File: config.mk
export PLATFORM = sky130hd
export DESIGN_NAME = mfault_supervisor
export DESIGN_NICKNAME = d
export VERILOG_FILES = /design/src/rtl/mfault_supervisor.sv
export SDC_FILE = /design/constraint.sdc
export NUM_CORES = 1
export LEC_CHECK = 0
export ABC_CLOCK_PERIOD_IN_PS = 1000
export BUFFER_PORTS_ARGS = -buffer_cell sky130_fd_sc_hd__buf_2
export CORE_MARGIN = 4
export CORE_UTILIZATION = 44
export CTS_CLUSTER_SIZE = 40
export DETAILED_ROUTE_END_ITERATION = 8
export MAX_ROUTING_LAYER = met4
export PLACE_DENSITY = 0.69
export RECOVER_POWER = 100
export REMOVE_ABC_BUFFERS = 1
export SYNTH_ARGS = -nofsm -noshare
export SYNTH_HDL_FRONTEND = slang
export SYNTH_SLANG_ARGS = --single-unit
File: constraint.sdc
create_clock -name clk -period 1 [get_ports clk]
set_input_delay 0 -clock clk [delete_from_list [all_inputs] [get_ports clk]]
set_output_delay 0 -clock clk [all_outputs]
set_load 0.05 [all_outputs]
File: src/rtl/mfault_supervisor.sv
module mfault_supervisor #(
  parameter int NUM_BRIDGES = 4,
  parameter int OC_PERSIST  = 16
) (
  input  logic                   clk,
  input  logic                   por_n,
  input  logic [NUM_BRIDGES-1:0] ilim_flag,
  input  logic                   overtemp_flag,
  input  logic                   undervolt_flag,
  output logic                   bridges_off,
  output logic                   ctrl_reset,
  output logic [2:0]             fault_cause
);

  localparam int NRAW = NUM_BRIDGES + 2;
  localparam int CW   = (OC_PERSIST > 2) ? $clog2(OC_PERSIST) : 1;
  localparam logic [CW-1:0] CNT_LAST = CW'(OC_PERSIST - 1);

  logic [NRAW-1:0] meta_q, sync_q;
  logic [CW-1:0]   oc_cnt;
  logic            oc_latch, ot_latch;
  logic            oc_any_s, ot_s, uv_s;

  always_ff @(posedge clk or negedge por_n)
    if (!por_n) begin
      meta_q <= '0;
      sync_q <= '0;
    end else begin
      meta_q <= {undervolt_flag, overtemp_flag, ilim_flag};
      sync_q <= meta_q;
    end

  assign oc_any_s = |sync_q[NUM_BRIDGES-1:0];
  assign ot_s     = sync_q[NUM_BRIDGES];
  assign uv_s     = sync_q[NUM_BRIDGES+1];

  always_ff @(posedge clk or negedge por_n)
    if (!por_n)               oc_cnt <= '0;
    else if (!oc_any_s)       oc_cnt <= '0;
    else if (oc_cnt != CNT_LAST) oc_cnt <= oc_cnt + 1'b1;

  always_ff @(posedge clk or negedge por_n)
    if (!por_n) begin
      oc_latch   <= 1'b0;
      ot_latch   <= 1'b0;
      ctrl_reset <= 1'b1;
    end else begin
      if (oc_any_s && oc_cnt == CNT_LAST) oc_latch <= 1'b1;
      if (ot_s) ot_latch <= 1'b1;
      ctrl_reset <= uv_s;
    end

  assign fault_cause = {uv_s, ot_latch, oc_latch};
  assign bridges_off = oc_latch | ot_latch | uv_s;

endmodule

==> flow_metrics.tcl, run 1 <==
set metrics [dict create \
    die_area_um2 2100 \
    vias_per_cell 4.89 \
    antenna_found_initial 0 \
    violations "setup timing" \
    yosys_warnings 0 \
    drtPass1Iterations 3 \
    drt-initial-drc-count 3 \
    io_buffers 12 \
    synth_compound_area_share_pct 2.19 \
    postSynthCellCount 40 \
    synthAdderAreaFrac_pct 1.99 \
    arrival_ns 1.22 \
    yosysSeqAreaShare_pct 75.7 \
    worst_pin_slew_ns 0.443 \
    grt_pass1_wl_um 1850 \
    rows 13 \
    clock-root-buffer "clkbuf_4" \
    slew_headroom_pct 70.5 \
    post-route-period-util_pct 122 \
    pre_cts_slack_ns -0.112 \
    final_layout_size_suffix_gt1_share_pct 46.2 \
    drv_slew 0 \
    wl_per_cell_um 12.7 \
    ir_drop_mv 1.41 \
    period_needed_ns 1.22 \
    layout.cells.non_filler 80 \
    clk_pin_slew_ns 0.10 \
    cp_max_fo 2 \
    hold_path.class "in -> async" \
    worst_clock_skew_ns 0.00321 \
    avgSynthCellArea_um2 15.7 \
    route.detailed.drc 0 \
    vias 391 \
    antenna_cells 0 \
    syn2layout_area_growth_pct 43.1 \
    start_kind "flop" \
    grt_pass1_vias 431 \
    clock_latency_ns 0.29 \
    netlist_area_um2 629 \
    post-place-cells 67 \
    cts_tree "built" \
    worst_setup_path_end_kind "output port" \
    status "complete, but fails checks" \
    synth_top_family_by_area "simple AND/OR/NAND/NOR gates" \
    htree_levels 1 \
    muxShareOfSynthArea_pct 1.59 \
    critical_path_class "reg -> out" \
    nets 75 \
    holdWs_ns 0.180 \
    fp.dieW_um 45.8 \
    cp.required_ns 1.00 \
    fmax_ghz 0.817 \
    cellLeakagePower_nw 0.395 \
    wirelength_um 1010 \
    ios 13 \
    hold_violations 0 \
    postSynthRegisterBits 19 \
    clock-sinks 19 \
    grtUsageTotal_pct 13.7 \
    start_util_pct 47.8 \
    clk_path_buf_depth 2 \
    chipHeight_um 45.8 \
    power.total_mw 2.15 \
    rsz0062_at_grt "true" \
    maxCapViolations 0 \
    power_density_nw_per_um2 2390 \
    antenna_left 0 \
    gp_congestion 0.724 \
    nFillCells 87 \
    grt_max_degree 20 \
    yosysUniqueCellTypes 17 \
    timing.final.ws_setup_ns -0.224 \
    cts_buffers 3 \
    grt-ovfl-total 0 \
    core-area_um2 1320 \
    synth_simple_gate_area_share_pct 13.5 \
    setup-violations-final 4 \
    synth_xor_xnor_area_share_pct 1.39 \
]
cell usage in the layout (no fill, tap or decap):
cell type	n
buf_6	5
nor3_2	2
o21bai_1	1
clkbuf_4	3
xnor2_2	1
ha_4	1
dlygate4sd3_1	7
dfrtp_1	18
or2_2	1
a31oi_1	1
nand3_4	1
buf_8	1
buf_4	2
clkbuf_2	1
nor4_4	1
nand2_1	1
nor3b_2	1
or3_1	1
nor2_1	4
clkbuf_1	1
nand3_2	1
dfstp_2	1
mux2i_1	1
buf_2	8
final timing paths:
kind                                    from          end  slack, ns  cells past startpoint
worst min register to register     meta_q[2]    sync_q[2]       0.36                      0
worst max-delay path               sync_q[5]  bridges_off      -0.22                      2
worst min-delay path                   por_n    meta_q[5]       0.18                      2
min in group clk                ilim_flag[2]    meta_q[2]       0.34                      2
worst max register to register     oc_cnt[1]    oc_cnt[1]      -0.06                      4
max in group asynchronous              por_n   ctrl_reset       0.48                      2
Yosys cell counts, drive strengths merged:
library cell	instances	area share [%]
nor2	4	2.4
o21bai	1	1.2
nand3	2	2.4
buf	3	3.6
dfstp	1	4.2
mux2i	1	1.6
dfrtp	18	72
nor4	1	3.4
ha	1	2.0
nor3b	1	1.2
nand2	1	0.60
or2	1	0.99
or3	1	0.99
nor3	2	1.6
a31oi	1	0.99
xnor2	1	1.4
metrics by stage:
| stage | setup TNS [ns] | area [um2] | utilization (%) |
|---|---|---|---|
| final | -0.339 | 901 | 68.4 |
| after global routing | -0.637 | 901 | 68.4 |
| after CTS | -0.426 | 865 | 65.6 |
| after detailed placement | -0.273 | 708 | 53.8 |
| after global placement | -0.111 | 708 | 53.8 |
| after floorplan | -0.329 | 607 | - |
final cells by class:
type                    instances  area [um2]  share of cell area, %
flip-flops and latches         19         477                   52.9
repair buffers                 24         201                   22.4
multi-input cells              18         178                   19.7
clock buffers                   4        26.3                   2.92
well taps                      15        18.8                   2.08
critical path, stage by stage (launching register included):
cell     delay [ns]
dfrtp_1        0.39
or3_1          0.38
buf_6          0.16
power by group:
| group | switching, mW | internal (mW) |
|---|---|---|
| sequential | 0.147 | 0.903 |
| combinational | 0.352 | 0.384 |
| clock | 0.213 | 0.155 |
per-layer routing:
layer  up-vias  track usage, %  wire (um)
li1        181               -          -
met1       197            14.3        386
met2        11            22.0        572
met3         2            3.56         43
met4         0            10.2         12
met5         -               -          0
sequential cells by signal, indices dropped and copies added (netlist names):
| signal | flops |
|---|---|
| ctrl_reset | 1 |
| meta_q | 6 |
| oc_cnt | 4 |
| oc_latch | 1 |
| ot_latch | 1 |
| sync_q | 6 |
kinds of logic after synthesis:
kind of cell / Yosys count
AND/OR/NAND/NOR: 13
flip-flops: 19
AO/OA/AOI/OAI: 2
multiplexers: 1
adder cells (fa/ha/maj): 1
XOR/XNOR: 1
buffers and inverters: 3
what timing repair did:
item	in CTS	in global routing
buffers inserted	1	2
hold endpoints to repair	25	0
setup endpoints to repair	7	8
resized for setup	11	7
pin swaps	8	7
hold buffers	7	0
(Power assumes the default switching activity.)
==> run 2, diff against run 1 <==
Settings changed: ABC_AREA set to 1, CORE_UTILIZATION 44 to 45, PLACE_DENSITY 0.69 to 0.7.
==> flow_metrics.tcl, run 2 <==
set metrics [dict create \
    maxCapViolations 0 \
    cts_buffers 3 \
    async_flop_share_pct 100 \
    route.detailed.drc 0 \
    rsz0062_at_grt "true" \
    setup-violations-final 4 \
    fmax_ghz 0.959 \
    multi_input_area_um2 174 \
    worst_pin_slew_ns 0.444 \
    antenna_cells 0 \
    grt_pass1_vias 445 \
    swShare_pct 34.9 \
    core-area_um2 1330 \
    netlist_area_um2 651 \
    syn2layout_area_growth_pct 36.9 \
    nFillCells 97 \
    arrival_ns 1.22 \
    start_util_pct 48.8 \
    synth_top_cell_by_area "dfrtp_1" \
    layout.cells.most_common "dfrtp_1" \
    clk_path_buf_depth 2 \
    final_cell_mix "18 x dfrtp_1, 7 x nand2_1, 7 x dlygate4sd3_1, 7 x buf_2, 6 x nand3_1" \
    p_comb_share_pct 34.9 \
    clkPwrFrac_pct 16.9 \
    ios 13 \
    gp_congestion 0.824 \
    worst_clock_skew_ns 0.00148 \
    fin_util_pct 66.8 \
    grt_pass1_wl_um 1790 \
    period_needed_ns 1.04 \
    critical_path_class "reg -> reg" \
    rows 13 \
    r2r_cells 4 \
    die_area_um2 2120 \
    cp_max_fo 4 \
    dp_hpwl_um 649 \
    status "complete, but fails checks" \
    drv_slew 0 \
    grtUsageTotal_pct 12.4 \
    synthMostInstantiatedCell "dfrtp_1" \
    wirelength_um 1080 \
    clock-root-buffer "clkbuf_4" \
    yosysSeqAreaShare_pct 73.3 \
    nets 87 \
    place_area_um2 722 \
    clock_latency_ns 0.28 \
    postSynthRegisterBits 19 \
    vias_per_cell 4.61 \
    p_int_mw 1.38 \
    largestRegisters "meta_q (6), sync_q (6), oc_cnt (4)" \
    p_switching_uw 741 \
    avgSynthCellArea_um2 12.3 \
    postSynthCellCount 53 \
    drtPass1Iterations 4 \
    vias 424 \
    power.total_mw 2.13 \
    fp.dieW_um 46.0 \
    post-route-period-util_pct 104 \
    violations "setup timing" \
    synth-edff-count 0 \
    io_buffers 12 \
    netlist_top_cells_count "18 x dfrtp_1, 9 x nand2_1, 7 x nand3_1" \
    htree_levels 1 \
    chipHeight_um 46.0 \
    hold_path.class "in -> async" \
    cts_tree "built" \
    synth-main-ff-cell "dfrtp_1" \
    netlist_top_cells_area "dfrtp_1 69%, nand3_1 5.4%, nand2_1 5.2%" \
    final_layout_size_suffix_gt1_share_pct 39.0 \
    design_area_um2 891 \
    drt-initial-drc-count 2 \
    antenna_left 0 \
    grt_max_degree 20 \
    cellLeakagePower_nw 0.420 \
    yosysUniqueCellTypes 13 \
    clock-sinks 19 \
    synth_top_cell_area_share_pct 69.2 \
    start_kind "flop" \
    ir_drop_mv 1.34 \
    seqPwrFrac_pct 48.2 \
    worst_setup_path_end_kind "flop" \
    hold_violations 0 \
    yosys_warnings 0 \
    timing.final.ws_setup_ns -0.0423 \
    regArea_um2 477 \
    cp.required_ns 1.18 \
    slew_headroom_pct 70.4 \
    antenna_found_initial 0 \
    clk_pin_slew_ns 0.10 \
    grt-ovfl-total 0 \
    power_density_nw_per_um2 2390 \
    wl_per_cell_um 11.7 \
]
run 2: cell count changes after synthesis, sizes merged, moves of 2 or more:
cell,delta
nor2,+2
inv,+4
nand3,+5
nor3,-2
nand2,+10
run 2: critical path, stage by stage (launching register included):
cell and delay, ns:
dfrtp_1 0.43, ha_4 0.18, or2_1 0.20, nand3_1 0.08, nand2_1 0.06
run 2: power groups by stage:
| stage | sequential [mW] | combinational [mW] | clock, mW |
|---|---|---|---|
| after floorplan | 1.07 | 0.301 | 0 |
| after global placement | 0.990 | 0.536 | 0 |
| after detailed placement | 0.999 | 0.562 | 0 |
| after CTS | 1.00 | 0.645 | 0.376 |
| after global routing | 1.04 | 0.826 | 0.412 |
| final | 1.03 | 0.741 | 0.359 |
run 2: what timing repair did:
action | CTS | global route
pin swaps | 3 | 5
setup buffers | 1 | 2
resized for setup | 6 | 8
endpoints found under the setup margin | 7 | 7
hold buffers | 7 | 0
endpoints found under the hold margin | 25 | 0
run 2: area by class of cell:
type | instances | share of cell area (%)
multi-input cells | 27 | 19.5
well taps | 15 | 2.11
inverters | 4 | 1.69
repair buffers | 23 | 20.2
clock buffers | 4 | 2.95
flip-flops and latches | 19 | 53.5
run 2: through the flow:
stage	worst slack (ns)	setup TNS (ns)	cells	hold WS (ns)
6_report	-0.0423	-0.107	92	0.183
5_1_grt	-0.131	-0.424	92	0.211
4_1_cts	-0.0488	-0.0677	91	0.173
3_5_place_dp	-0.0855	-0.106	79	-0.0499
3_3_place_gp	-0.0532	-0.0532	79	-0.0523
2_1_floorplan	-0.0746	-0.173	50	-0.296
run 2: routing by layer:
metal | GRT usage [%] | wire, um
met1 | 12.6 | 419
met2 | 22.3 | 607
met3 | 2.37 | 45
met4 | 6.25 | 6
met5 | - | 0
run 2: final timing paths:
| check | slack [ns] | start | to |
|---|---|---|---|
| max in group asynchronous | 0.48 | por_n | ctrl_reset |
| worst min register to register | 0.36 | meta_q[1] | sync_q[1] |
| min in group clk | 0.36 | undervolt_flag | meta_q[5] |
| worst min-delay path | 0.18 | por_n | meta_q[4] |
| worst max-delay path | -0.04 | oc_cnt[0] | oc_cnt[2] |
| worst max register to register | -0.04 | oc_cnt[0] | oc_cnt[2] |
run 2: logic make-up after synthesis:
group	Yosys count	share of synthesized area (%)
buffers and inverters	7	5.77
adders and majority gates	1	1.92
and+or+nand+nor	26	19.0
DFF	19	73.3
